==> src/rtl/ustep_pkg.sv <==
package ustep_pkg;
  localparam int NUM_STB   = 19;
  localparam int NUM_EXEC  = 5;
  localparam int MAX_LEN   = 10;
  localparam int FETCH_LEN = 4;

  localparam int SB_PC_MAR   = 0;
  localparam int SB_MAR_CLK  = 1;
  localparam int SB_RAM_CLK  = 2;
  localparam int SB_IR_CLK   = 3;
  localparam int SB_CPL_ACC  = 4;
  localparam int SB_ACC_CLK  = 5;
  localparam int SB_PORT_CLK = 6;
  localparam int SB_SHL_ACC  = 7;
  localparam int SB_FLAG_CLK = 8;
  localparam int SB_REG_MAR  = 9;
  localparam int SB_MEM_REG  = 10;
  localparam int SB_REG_CLK  = 11;
  localparam int SB_SETTLE   = 12;
  localparam int SB_REG_ACC  = 13;
  localparam int SB_PC_REG   = 14;
  localparam int SB_MAR_PC   = 15;
  localparam int SB_PC_CLK   = 16;
  localparam int SB_RAM_WR   = 17;
  localparam int SB_PC_INC   = 18;

  // chain 0 is fetch, 1..NUM_EXEC are execution chains
  function automatic int chain_len(input int c);
    case (c)
      0: return FETCH_LEN;
      1: return 2;
      2: return 1;
      3: return 3;
      4: return 8;
      5: return 10;
      default: return 0;
    endcase
  endfunction

  function automatic int stb_of(input int c, input int s);
    case (c)
      0: return s;
      1: return (s == 0) ? SB_CPL_ACC : SB_ACC_CLK;
      2: return SB_PORT_CLK;
      3: case (s)
           0: return SB_SHL_ACC;
           1: return SB_ACC_CLK;
           default: return SB_FLAG_CLK;
         endcase
      4: case (s)
           0: return SB_REG_MAR;
           1: return SB_MAR_CLK;
           2: return SB_RAM_CLK;
           3: return SB_MEM_REG;
           4: return SB_REG_CLK;
           5: return SB_SETTLE;
           6: return SB_REG_ACC;
           default: return SB_ACC_CLK;
         endcase
      5: case (s)
           0: return SB_REG_MAR;
           1: return SB_MAR_CLK;
           2: return SB_PC_REG;
           3: return SB_REG_CLK;
           4: return SB_MAR_PC;
           5: return SB_PC_CLK;
           6: return SB_RAM_WR;
           7: return SB_RAM_CLK;
           8: return SB_PC_INC;
           default: return SB_PC_CLK;
         endcase
      default: return 0;
    endcase
  endfunction

  // 0 means the opcode selects no execution chain
  function automatic int chain_of(input int op);
    return (op >= 1 && op <= NUM_EXEC) ? op : 0;
  endfunction
endpackage

==> src/rtl/ustep_stage.sv <==
module ustep_stage #(
  parameter int DLY_W = 4,
  parameter logic [DLY_W-1:0] DLY = '0
) (
  input  logic clk,
  input  logic rst,
  input  logic req_in,
  output logic ack_out,
  output logic req_out,
  input  logic ack_in,
  output logic fire
);
  localparam logic [DLY_W-1:0] DEFF = (DLY == '0) ? DLY_W'(1) : DLY;

  typedef enum logic [1:0] {ST_IDLE, ST_WAIT, ST_HS} st_t;
  st_t st_q;
  logic [DLY_W-1:0] cnt_q;

  always_ff @(posedge clk) begin
    if (rst) begin
      st_q    <= ST_IDLE;
      cnt_q   <= '0;
      req_out <= 1'b0;
      ack_out <= 1'b0;
      fire    <= 1'b0;
    end else begin
      fire <= 1'b0;
      case (st_q)
        ST_IDLE: if (req_in) begin
          fire  <= 1'b1;
          cnt_q <= DEFF - DLY_W'(1);
          st_q  <= ST_WAIT;
        end
        ST_WAIT: begin
          if (cnt_q == '0) begin
            req_out <= 1'b1;
            ack_out <= 1'b1;
            st_q    <= ST_HS;
          end else begin
            cnt_q <= cnt_q - DLY_W'(1);
          end
        end
        default: begin
          if (!req_in) ack_out <= 1'b0;
          if (ack_in)  req_out <= 1'b0;
          if (!req_out && !ack_in && !ack_out) st_q <= ST_IDLE;
        end
      endcase
    end
  end

  AST_REQ_HELD_TO_ACK: assert property (@(posedge clk) disable iff (rst)
    $fell(req_out) |-> $past(ack_in));
  AST_ACK_AFTER_REQ_LOW: assert property (@(posedge clk) disable iff (rst)
    $fell(ack_out) |-> !$past(req_in));
  AST_FIRE_ON_REQUEST: assert property (@(posedge clk) disable iff (rst)
    fire |-> $past(req_in));
endmodule

==> src/rtl/ustep_chain.sv <==
module ustep_chain #(
  parameter int N = 2,
  parameter int DLY_W = 4,
  parameter logic [N*DLY_W-1:0] DLYS = '0
) (
  input  logic         clk,
  input  logic         rst,
  input  logic         req_in,
  output logic         ack_out,
  output logic         done_req,
  input  logic         done_ack,
  output logic [N-1:0] fire
);
  logic [N:0] req;
  logic [N:0] ack;

  assign req[0]   = req_in;
  assign ack_out  = ack[0];
  assign done_req = req[N];
  assign ack[N]   = done_ack;

  for (genvar i = 0; i < N; i++) begin : g_stage
    ustep_stage #(
      .DLY_W (DLY_W),
      .DLY   (DLYS[i*DLY_W +: DLY_W])
    ) u_stage (
      .clk     (clk),
      .rst     (rst),
      .req_in  (req[i]),
      .ack_out (ack[i]),
      .req_out (req[i+1]),
      .ack_in  (ack[i+1]),
      .fire    (fire[i])
    );
  end

  AST_CHAIN_ONE_FIRE: assert property (@(posedge clk) disable iff (rst)
    $onehot0(fire));
endmodule

==> src/rtl/ustep_select.sv <==
module ustep_select import ustep_pkg::*; #(
  parameter int OP_W = 4
) (
  input  logic                clk,
  input  logic                rst,
  input  logic                start,
  input  logic [OP_W-1:0]     opcode,
  output logic                f_req,
  input  logic                f_ack,
  input  logic                f_done,
  output logic                f_dack,
  output logic [NUM_EXEC-1:0] x_req,
  input  logic [NUM_EXEC-1:0] x_ack,
  input  logic [NUM_EXEC-1:0] x_done,
  output logic [NUM_EXEC-1:0] x_dack,
  output logic                fmark,
  output logic                xmark
);
  localparam int SEL_W = $clog2(NUM_EXEC);

  typedef enum logic [2:0] {
    SL_IDLE, SL_F_REQ, SL_F_WAIT, SL_F_ACK,
    SL_DEC, SL_X_REQ, SL_X_WAIT, SL_X_ACK
  } sl_t;

  sl_t              st_q;
  logic [SEL_W-1:0] sel_q;
  int               dec_ch;

  always_comb dec_ch = chain_of(int'(opcode));

  always_ff @(posedge clk) begin
    if (rst) begin
      st_q   <= SL_IDLE;
      sel_q  <= '0;
      f_req  <= 1'b0;
      f_dack <= 1'b0;
      x_req  <= '0;
      x_dack <= '0;
      fmark  <= 1'b0;
      xmark  <= 1'b0;
    end else begin
      fmark <= 1'b0;
      xmark <= 1'b0;
      case (st_q)
        SL_IDLE: if (start) begin
          f_req <= 1'b1;
          fmark <= 1'b1;
          st_q  <= SL_F_REQ;
        end
        SL_F_REQ: if (f_ack) begin
          f_req <= 1'b0;
          st_q  <= SL_F_WAIT;
        end
        SL_F_WAIT: if (f_done) begin
          f_dack <= 1'b1;
          st_q   <= SL_F_ACK;
        end
        SL_F_ACK: if (!f_done) begin
          f_dack <= 1'b0;
          st_q   <= SL_DEC;
        end
        SL_DEC: begin
          if (dec_ch != 0) begin
            sel_q <= SEL_W'(dec_ch - 1);
            x_req <= NUM_EXEC'(1) << (dec_ch - 1);
            xmark <= 1'b1;
            st_q  <= SL_X_REQ;
          end else begin
            f_req <= 1'b1;
            fmark <= 1'b1;
            st_q  <= SL_F_REQ;
          end
        end
        SL_X_REQ: if (x_ack[sel_q]) begin
          x_req <= '0;
          st_q  <= SL_X_WAIT;
        end
        SL_X_WAIT: if (x_done[sel_q]) begin
          x_dack[sel_q] <= 1'b1;
          st_q          <= SL_X_ACK;
        end
        default: if (!x_done[sel_q]) begin
          x_dack <= '0;
          f_req  <= 1'b1;
          fmark  <= 1'b1;
          st_q   <= SL_F_REQ;
        end
      endcase
    end
  end

  AST_SINGLE_CHAIN_REQ: assert property (@(posedge clk) disable iff (rst)
    $onehot0({f_req, x_req}));
  AST_FETCH_AFTER_COMPLETION: assert property (@(posedge clk) disable iff (rst)
    $rose(f_req) |-> (x_done == '0));
  AST_EXEC_ONLY_MAPPED: assert property (@(posedge clk) disable iff (rst)
    xmark |-> ($past(chain_of(int'(opcode))) != 0));
endmodule

==> src/rtl/ustep_sequencer.sv <==
module ustep_sequencer import ustep_pkg::*; #(
  parameter int OP_W  = 4,
  parameter int DLY_W = 4,
  parameter logic [FETCH_LEN*DLY_W-1:0] FETCH_DLY = 16'h1201,
  parameter logic [NUM_EXEC*MAX_LEN*DLY_W-1:0] EXEC_DLY = {
    40'h0131211111, 40'h0001511311, 40'h0000000210,
    40'h0000000003, 40'h0000000021}
) (
  input  logic               clk,
  input  logic               rst,
  input  logic               start,
  input  logic [OP_W-1:0]    opcode,
  output logic [NUM_STB-1:0] strobe,
  output logic               fetch_start,
  output logic               exec_start
);
  localparam int SLOT_W = MAX_LEN * DLY_W;

  logic                f_req, f_ack, f_done, f_dack;
  logic [NUM_EXEC-1:0] x_req, x_ack, x_done, x_dack;
  logic                fmark, xmark;
  logic [NUM_EXEC:0][MAX_LEN-1:0] fire_all;
  logic [NUM_STB-1:0]  stb_d;

  ustep_select #(.OP_W(OP_W)) u_select (
    .clk    (clk),
    .rst    (rst),
    .start  (start),
    .opcode (opcode),
    .f_req  (f_req),
    .f_ack  (f_ack),
    .f_done (f_done),
    .f_dack (f_dack),
    .x_req  (x_req),
    .x_ack  (x_ack),
    .x_done (x_done),
    .x_dack (x_dack),
    .fmark  (fmark),
    .xmark  (xmark)
  );

  ustep_chain #(
    .N     (FETCH_LEN),
    .DLY_W (DLY_W),
    .DLYS  (FETCH_DLY)
  ) u_fetch (
    .clk      (clk),
    .rst      (rst),
    .req_in   (f_req),
    .ack_out  (f_ack),
    .done_req (f_done),
    .done_ack (f_dack),
    .fire     (fire_all[0][FETCH_LEN-1:0])
  );
  if (FETCH_LEN < MAX_LEN) begin : g_fetch_pad
    assign fire_all[0][MAX_LEN-1:FETCH_LEN] = '0;
  end

  for (genvar c = 1; c <= NUM_EXEC; c++) begin : g_exec
    localparam int LEN = chain_len(c);
    ustep_chain #(
      .N     (LEN),
      .DLY_W (DLY_W),
      .DLYS  (EXEC_DLY[(c-1)*SLOT_W +: LEN*DLY_W])
    ) u_chain (
      .clk      (clk),
      .rst      (rst),
      .req_in   (x_req[c-1]),
      .ack_out  (x_ack[c-1]),
      .done_req (x_done[c-1]),
      .done_ack (x_dack[c-1]),
      .fire     (fire_all[c][LEN-1:0])
    );
    if (LEN < MAX_LEN) begin : g_pad
      assign fire_all[c][MAX_LEN-1:LEN] = '0;
    end
  end

  // several chains share a strobe, so their stage fires are merged by OR
  always_comb begin
    stb_d = '0;
    for (int c = 0; c <= NUM_EXEC; c++) begin
      for (int s = 0; s < MAX_LEN; s++) begin
        if (s < chain_len(c)) stb_d[stb_of(c, s)] = stb_d[stb_of(c, s)] | fire_all[c][s];
      end
    end
  end

  always_ff @(posedge clk) begin
    if (rst) begin
      strobe      <= '0;
      fetch_start <= 1'b0;
      exec_start  <= 1'b0;
    end else begin
      strobe      <= stb_d;
      fetch_start <= fmark;
      exec_start  <= xmark;
    end
  end

  AST_STROBE_ONEHOT: assert property (@(posedge clk) disable iff (rst)
    $onehot0(strobe));
  AST_FETCH_MARK_LEADS: assert property (@(posedge clk) disable iff (rst)
    fetch_start |=> (strobe == NUM_STB'(1)));
  AST_EXEC_MARK_LEADS: assert property (@(posedge clk) disable iff (rst)
    exec_start |=> ($countones(strobe) == 1));
  AST_FETCH_MARK_PULSE: assert property (@(posedge clk) disable iff (rst)
    fetch_start |=> !fetch_start);
endmodule

==> config.mk <==
export PLATFORM = sky130hd
export DESIGN_NAME = ustep_sequencer
export DESIGN_NICKNAME = d
export VERILOG_FILES = /design/src/rtl/ustep_pkg.sv /design/src/rtl/ustep_stage.sv /design/src/rtl/ustep_chain.sv /design/src/rtl/ustep_select.sv /design/src/rtl/ustep_sequencer.sv
export SDC_FILE = /design/constraint.sdc
export NUM_CORES = 1
export LEC_CHECK = 0
export BUFFER_PORTS_ARGS = -buffer_cell sky130_fd_sc_hd__buf_2
export CAP_MARGIN = 20
export CORE_ASPECT_RATIO = 1.75
export CORE_MARGIN = 2
export CORE_UTILIZATION = 55
export CTS_BUF_LIST = sky130_fd_sc_hd__clkbuf_2
export DETAILED_ROUTE_END_ITERATION = 10
export GPL_TIMING_DRIVEN = 0
export PLACE_DENSITY = 0.71
export SYNTH_ARGS = -nofsm -noshare
export SYNTH_HDL_FRONTEND = slang
export SYNTH_SLANG_ARGS = --single-unit
==> constraint.sdc <==
create_clock -name clk -period 2.42 [get_ports clk]
set_input_delay 0.242 -clock clk [delete_from_list [all_inputs] [get_ports clk]]
set_output_delay 0.242 -clock clk [all_outputs]
set_load 0.1 [all_outputs]
; Word level (Yosys, flattened, before mapping)
; Index checks and enable logic that the tools add are counted.
[word_totals]
register_bits = 293
inputBits = 7
out_inout_bits = 21
word_cells = 1196
[classes]
addsub = 29
order_cmp = 4
n_eq_ne = 157
n_shift = 1
muxes = 399
bitwise = 41
reduce_logical = 414
[op_table]
columns = operator, n
row1 = $reduce_and 3->1, 115
row2 = $mux 4, 57
row3 = $pmux 4 s2, 28
row4 = $ne 2x2->1 const B, 88
row5 = $mux 2, 84
row6 = $mux 1, 125
row7 = $reduce_bool 2->1, 58
row8 = $pmux 1 s2, 57
row9 = $logic_not 4->1, 28
row10 = $pmux 2 s2, 28
row11 = $sub 4x1->4 const B, 28
row12 = $reduce_bool 3->1, 28
row13 = $ne 2x1->1 const B, 33
row14 = $logic_not 1->1, 62
row15 = $logic_and 1x1->1, 58
row16 = $reduce_or 2->1, 29
row17 = $eq 2x1->1 const B, 28
row18 = $logic_not 2->1, 28
row19 = $reduce_bool 32->1, 1
row20 = $shl 1x32->5 const A, 1
row21 = $sub 32x2->32 const B, 1
row22 = $not 1->1, 31
row23 = $mux 3, 8
row24 = $pmux 3 s7, 1
row25 = 24 further kinds, 40

; Depth between registers and ports, before layout
[logic_depth]
ltp_word = 7
ltp_mapped = 9
ltp_nobuf = 8

; Cells and area by module
; Synthesis repeated with hierarchy kept, for this count alone.
[hier_totals]
hier_cells = 1486
hier_area_um2 = 13397.8
[modules_own_cells]
columns = mod, instances, cells_per_inst, area_each_um2, seq_area_each_um2
row1 = ustep_stage at g_exec[1].u_chain.g_stage[0].u_stage ..., 20, 46, 411.6, 180.2
row2 = ustep_stage at g_exec[1].u_chain.g_stage[1].u_stage ..., 4, 46, 417.9, 180.2
row3 = ustep_stage at g_exec[2].u_chain.g_stage[0].u_stage ..., 3, 46, 421.7, 180.2
row4 = ustep_select, 1, 147, 1196.1, 400.4
row5 = ustep_sequencer, 1, 50, 620.6, 420.4
row6 = ustep_stage at g_exec[4].u_chain.g_stage[5].u_stage, 1, 47, 411.6, 180.2

; Least setup slack after synthesis
; OpenSTA, ideal clock, no wires.
[synth_timing]
path_kind = register to register
from = reg u_select.sel_q[0]
to = reg u_select.st_q[0]
setup_time_ns = 0.133
arrival_time_ns = 1.627
t_required_ns = 2.287
setup_slack_ns = 0.660
path_stages_with_launch = 8
n_path_buf = 1
synth_period_minus_slack_ns = 1.760
path_cell_list = dfxtp_1 -> buf_6 -> mux2_1 -> a22oi_1 -> and2b_2 -> mux2i_1 -> and2_4 -> a211oi_2
[synth_via]
elab_chain_cells = 4
word_cells_on_any_way = 8
classes_between = 3 x eq/ne / 4 x mux / 1 x reduce/logical
[synth_lines]
columns = item, line
row1 = from (decl), ustep_select.sv:27  ; logic [SEL_W-1:0] sel_q;
row2 = from (signal assigned), ustep_select.sv:65  ; sel_q <= SEL_W'(dec_ch - 1);
row3 = $bmux 1 s3 (on tied branches), "ustep_select.sv:79, ustep_select.sv:83, ustep_select.sv:75"
row4 = $mux 1 (on tied branches), "ustep_select.sv:79, ustep_select.sv:83, ustep_select.sv:75"
row5 = $ne 8x8->1 (no line) / $ne 2x1->1 (equally long branches), n/a
row6 = $reduce_and 7->1 (no line) (*), n/a
row7 = to (signal assigned), ustep_select.sv:77  ; st_q <= SL_X_WAIT;
row8 = to (signal assigned), ustep_select.sv:81  ; st_q <= SL_X_ACK;
row9 = to (signal assigned), ustep_select.sv:87  ; st_q <= SL_F_REQ;
row10 = to (decl), ustep_select.sv:26  ; sl_t st_q;
; Mark *: on every way between the ends. The rest lies on a longest branch, timed or not. The select of a mux whose other input is x is not followed.
; A chain may end at the register's enable or synchronous reset.

; Worst setup path after layout
[layout_timing]
from = in opcode[1]
to = reg u_select.x_req[3]
[layout_via]
elab_chain_cells = 7
word_cells_on_any_way = 11
classes_between = 1 x add/sub / 2 x order compare / 1 x eq/ne / 1 x shift / 3 x mux / 3 x reduce/logical
[layout_lines]
columns = item, line
row1 = from (decl), ustep_sequencer.sv:12  ; input logic [OP_W-1:0] opcode,
row2 = $ge 4x1->1 / $le 4x3->1 (equally long branches), ustep_pkg.sv:78  ; return (op >= 1 && op <= NUM_EXEC) ? op : 0;
row3 = $logic_and 1x1->1, ustep_pkg.sv:78
row4 = $mux 4 (*), ustep_pkg.sv:78
row5 = $sub 32x2->32, n/a
row6 = $shl 1x32->5, ustep_select.sv:66  ; x_req <= NUM_EXEC'(1) << (dec_ch - 1);
row7 = $mux 5, ustep_select.sv:64  ; if (dec_ch != 0) begin
row8 = $pmux 5 s2, ustep_select.sv:45  ; case (st_q)
row9 = to (signal assigned), ustep_select.sv:66
row10 = to (decl), ustep_select.sv:12  ; output logic [NUM_EXEC-1:0] x_req,
; Marks and branches as above.

==> impl_metrics.toml <==
[synth]
ys_warn_count = 0
yosys_register_bits = 293
synth-edff-count = 0
asyncSetResetFlopFracSynth_pct = 0
netlist_instances = 1445
synth_ff_type = "dfxtp_1"
synth_cell_types = 60
syn_avg_cell_area_um2 = 8.57
synth_fp_nets = 1501
synth.cell_area_mm2 = 0.0124
yosysSeqAreaShare_pct = 47.4

[critical_path]
start_kind = "input port"
path_class = "input port to flop"
critPathBufInv = 4
crit_fanout = 6
crit_family = "buffers and inverters"
crit_slowest_cell = "dlygate4sd3_1"
cp_cell_sequence = "dlygate4sd3_1 > buf_2 > a21oi_1 > nand2_1 > ha_1 > clkbuf_2 > xor2_1 > or3_1 > dlygate4sd3_1 > nor3_1 > nand3b_1 > mux2i_1"
worst_path_most_repeated_cell = "dlygate4sd3_1"
reg2reg_from = "u_select.st_q[1]"
arrival_ns = 3.07
crit_path_max_incr_delay_ns = 0.58
endpoint_kind = "flop"
startpoint = "opcode[1]"
critical_path_required_ns = 3.18

[pwr]
swShare_pct = 30.3
switching_power_w = 0.00287
leakagePower_nw = 5.09
combPwrFrac_pct = 14.5
seq_power_share_pct = 55.1
p_per_area_mw_per_mm2 = 701
power.share.clock_pct = 30.3
internal_power_w = 0.00659
irDropWorstVdd_mv = 0.521

[timing]
tns_ns = 0
fmax_ghz = 0.432
finalHoldViolations = 0
rsz0062_at_grt = "no"
slew_headroom_pct = 32.1
fin_crit_sh_pct = 95.6
setup_viol = 0
report.final.slew_viol_count = 0
skew_ns = 0.0472
tightest_slew_ns = 1.02
min_period_ns = 2.31

[global_route]
grt_max_degree = 11
grt_pass1_wl_um = 47600
grt_antenna_before_repair = 1
grt.total_usage_pct = 24.8
grt-ovfl-total = 0
first_global_vias = 10152

[detailed_routing]
postRouteAntennaNets = 0
drt_iter0_markers = 452
routed_wl_um = 29100
dr.pass1.iters = 5
via_per_inst = 5.50
routed-via-count = 10342
drc = 0
wl_per_cell_um = 15.5

[clock_network]
clockRootBuffer = "clkbuf_2"
cts_inserted_buffers = 67
cts_sinks = 293
clk_pin_slew_worst_paths_ns = 0.11
cts_hold_buffers = 10
cts_tree = "yes"
postCtsSetupBuffers = 0
htree_levels = 3
clk_latency_ns = 0.85
clockBufferDepth = 3
cts.repair.resized = 0

[job]
maxCapViolCount = 0

[floorplanning]
initial_core_util_pct = 56.1
fp.dieW_um = 117
dieArea_mm2 = 0.0238
rows = 72
pin_count = 28
coreArea_mm2 = 0.0221
die_h_um = 202

[cells_and_area]
area_growth_syn_to_layout_pct = 9.04
nFillCells = 2027
mostFrequentLayoutCells = "dfxtp_1, nor2_1, nand2_1"
instances_no_fill = 1879
multiInputGateArea_mm2 = 0.00597
fin_area_mm2 = 0.0135
final_nets = 1607
mostFrequentLayoutCell = "dfxtp_1"
fin_util_pct = 61.2
drive_above_1_share_pct = 8.67
ff_latch_area_mm2 = 0.00587

[place]
io_buffers = 27
place_congestion = 0.840
dp_hpwl_um = 20200
placedCellCount = 1768
placed_area_mm2 = 0.0129

[min_path]
hp-class = "input port to flop"
hp-start = "rst"

[outcome]
status = "finished clean"
==> stage by stage <==
step	hold WS (ns)	total power (W)	setup slack [ns]
floorplan	0.411	0.00632	0.660
global placement	0.417	0.00664	0.0624
detailed placement	0.428	0.00667	0.0294
CTS	0.342	0.00955	0.221
global route	0.398	0.00997	0.00320
finish	0.384	0.00946	0.105
==> final timing paths <==
path | cells after the start | slack [ns] | end
worst max-delay path | 12 | 0.11 | u_select.x_req[3]
worst min-delay path | 5 | 0.38 | u_select.fmark
worst max register to register | 8 | 0.35 | u_select.sel_q[0]
worst min register to register | 1 | 0.44 | strobe[6]
==> cell families (layout without fill, tap and decap cells) <==
group,count (synthesis),in the layout,synth area share [%]
adder cells (fa/ha/maj),49,49,4.95
AO/OA/AOI/OAI,282,282,13.7
other,1,3,0.0303
flip-flops,293,293,47.4
AND/OR/NAND/NOR,609,609,24.0
XOR/XNOR,64,64,4.53
buffers and inverters,135,271,4.38
multiplexers,12,12,1.02
==> layout make-up <==
| cell class | count | share of cell area [%] |
|---|---|---|
| antenna | 2 | 0.0371 |
| buffer | 39 | 1.34 |
| clock buffer | 88 | 3.26 |
| clock inverter | 11 | 0.501 |
| inverter | 96 | 2.67 |
| multi-input combinational | 1017 | 44.2 |
| sequential | 293 | 43.5 |
| tap | 296 | 2.74 |
| timing repair buffer | 37 | 1.74 |
==> power by group through the flow <==
stage               registers [W]  clock network (W)  logic, W
global route              0.00525            0.00320   0.00153
floorplan                 0.00534                  0  0.000977
CTS                       0.00521            0.00297   0.00138
detailed placement        0.00532                  0   0.00135
finish                    0.00521            0.00287   0.00138
global placement          0.00531                  0   0.00133
==> routing by layer <==
layer	track usage, %	vias to the layer above	wire length, um
li1	-	5211	-
met1	25.6	4793	11400
met2	46.5	247	15000
met3	4.86	91	1330
met4	14.2	0	1380
met5	0	-	0
==> worst reg2reg max path: cells and delay by family (launching register included) <==
family	cells	cell delay [ns]
buffers and inverters	3	0.90
flip-flops	1	0.37
AND/OR/NAND/NOR	3	0.35
adder cells (fa/ha/maj)	1	0.16
AO/OA/AOI/OAI	1	0.26
==> state kept, by name (all words and copies together), names as in the netlist, 4 cells and up <==
signal                                  count
g_exec.u_chain.g_stage.u_stage.fire        24
u_fetch.g_stage.u_stage.st_q                8
strobe                                     19
g_exec.u_chain.g_stage.u_stage.ack_out     24
u_select.x_req                              5
u_select.x_dack                             5
g_exec.u_chain.g_stage.u_stage.req_out     24
g_exec.u_chain.g_stage.u_stage.cnt_q       96
u_fetch.g_stage.u_stage.fire                4
u_fetch.g_stage.u_stage.req_out             4
u_fetch.g_stage.u_stage.cnt_q              16
u_fetch.g_stage.u_stage.ack_out             4
g_exec.u_chain.g_stage.u_stage.st_q        48
==> cells in the mapped netlist, drive strengths merged (2+ instances only) <==
cell type,count,area (um^2)
mux2i,7,70.1
nand2b,5,31.3
xnor2,32,280
inv,96,360
a21oi,151,763
or3,15,93.8
and2,23,146
nor3,80,400
nor3b,50,375
xor2,32,280
a22oi,2,15.0
a211oi,25,203
nand4b,3,26.3
buf,4,37.5
or3b,2,17.5
dfxtp,293,5870
a31oi,16,100
mux2,5,56.3
and3,3,18.8
nand3,26,135
nor2,188,706
a311oi,3,26.3
clkbuf,35,144
nand2,150,563
and2b,2,16.3
o31ai,18,140
nor2b,20,125
nand3b,4,30.0
ha,49,613
o211ai,8,60.1
nor4b,18,158
o21ai,35,175
o311ai,14,123
a32o,2,20.0
nor4,15,93.8
No activity file was read; power rests on OpenSTA's default activity.
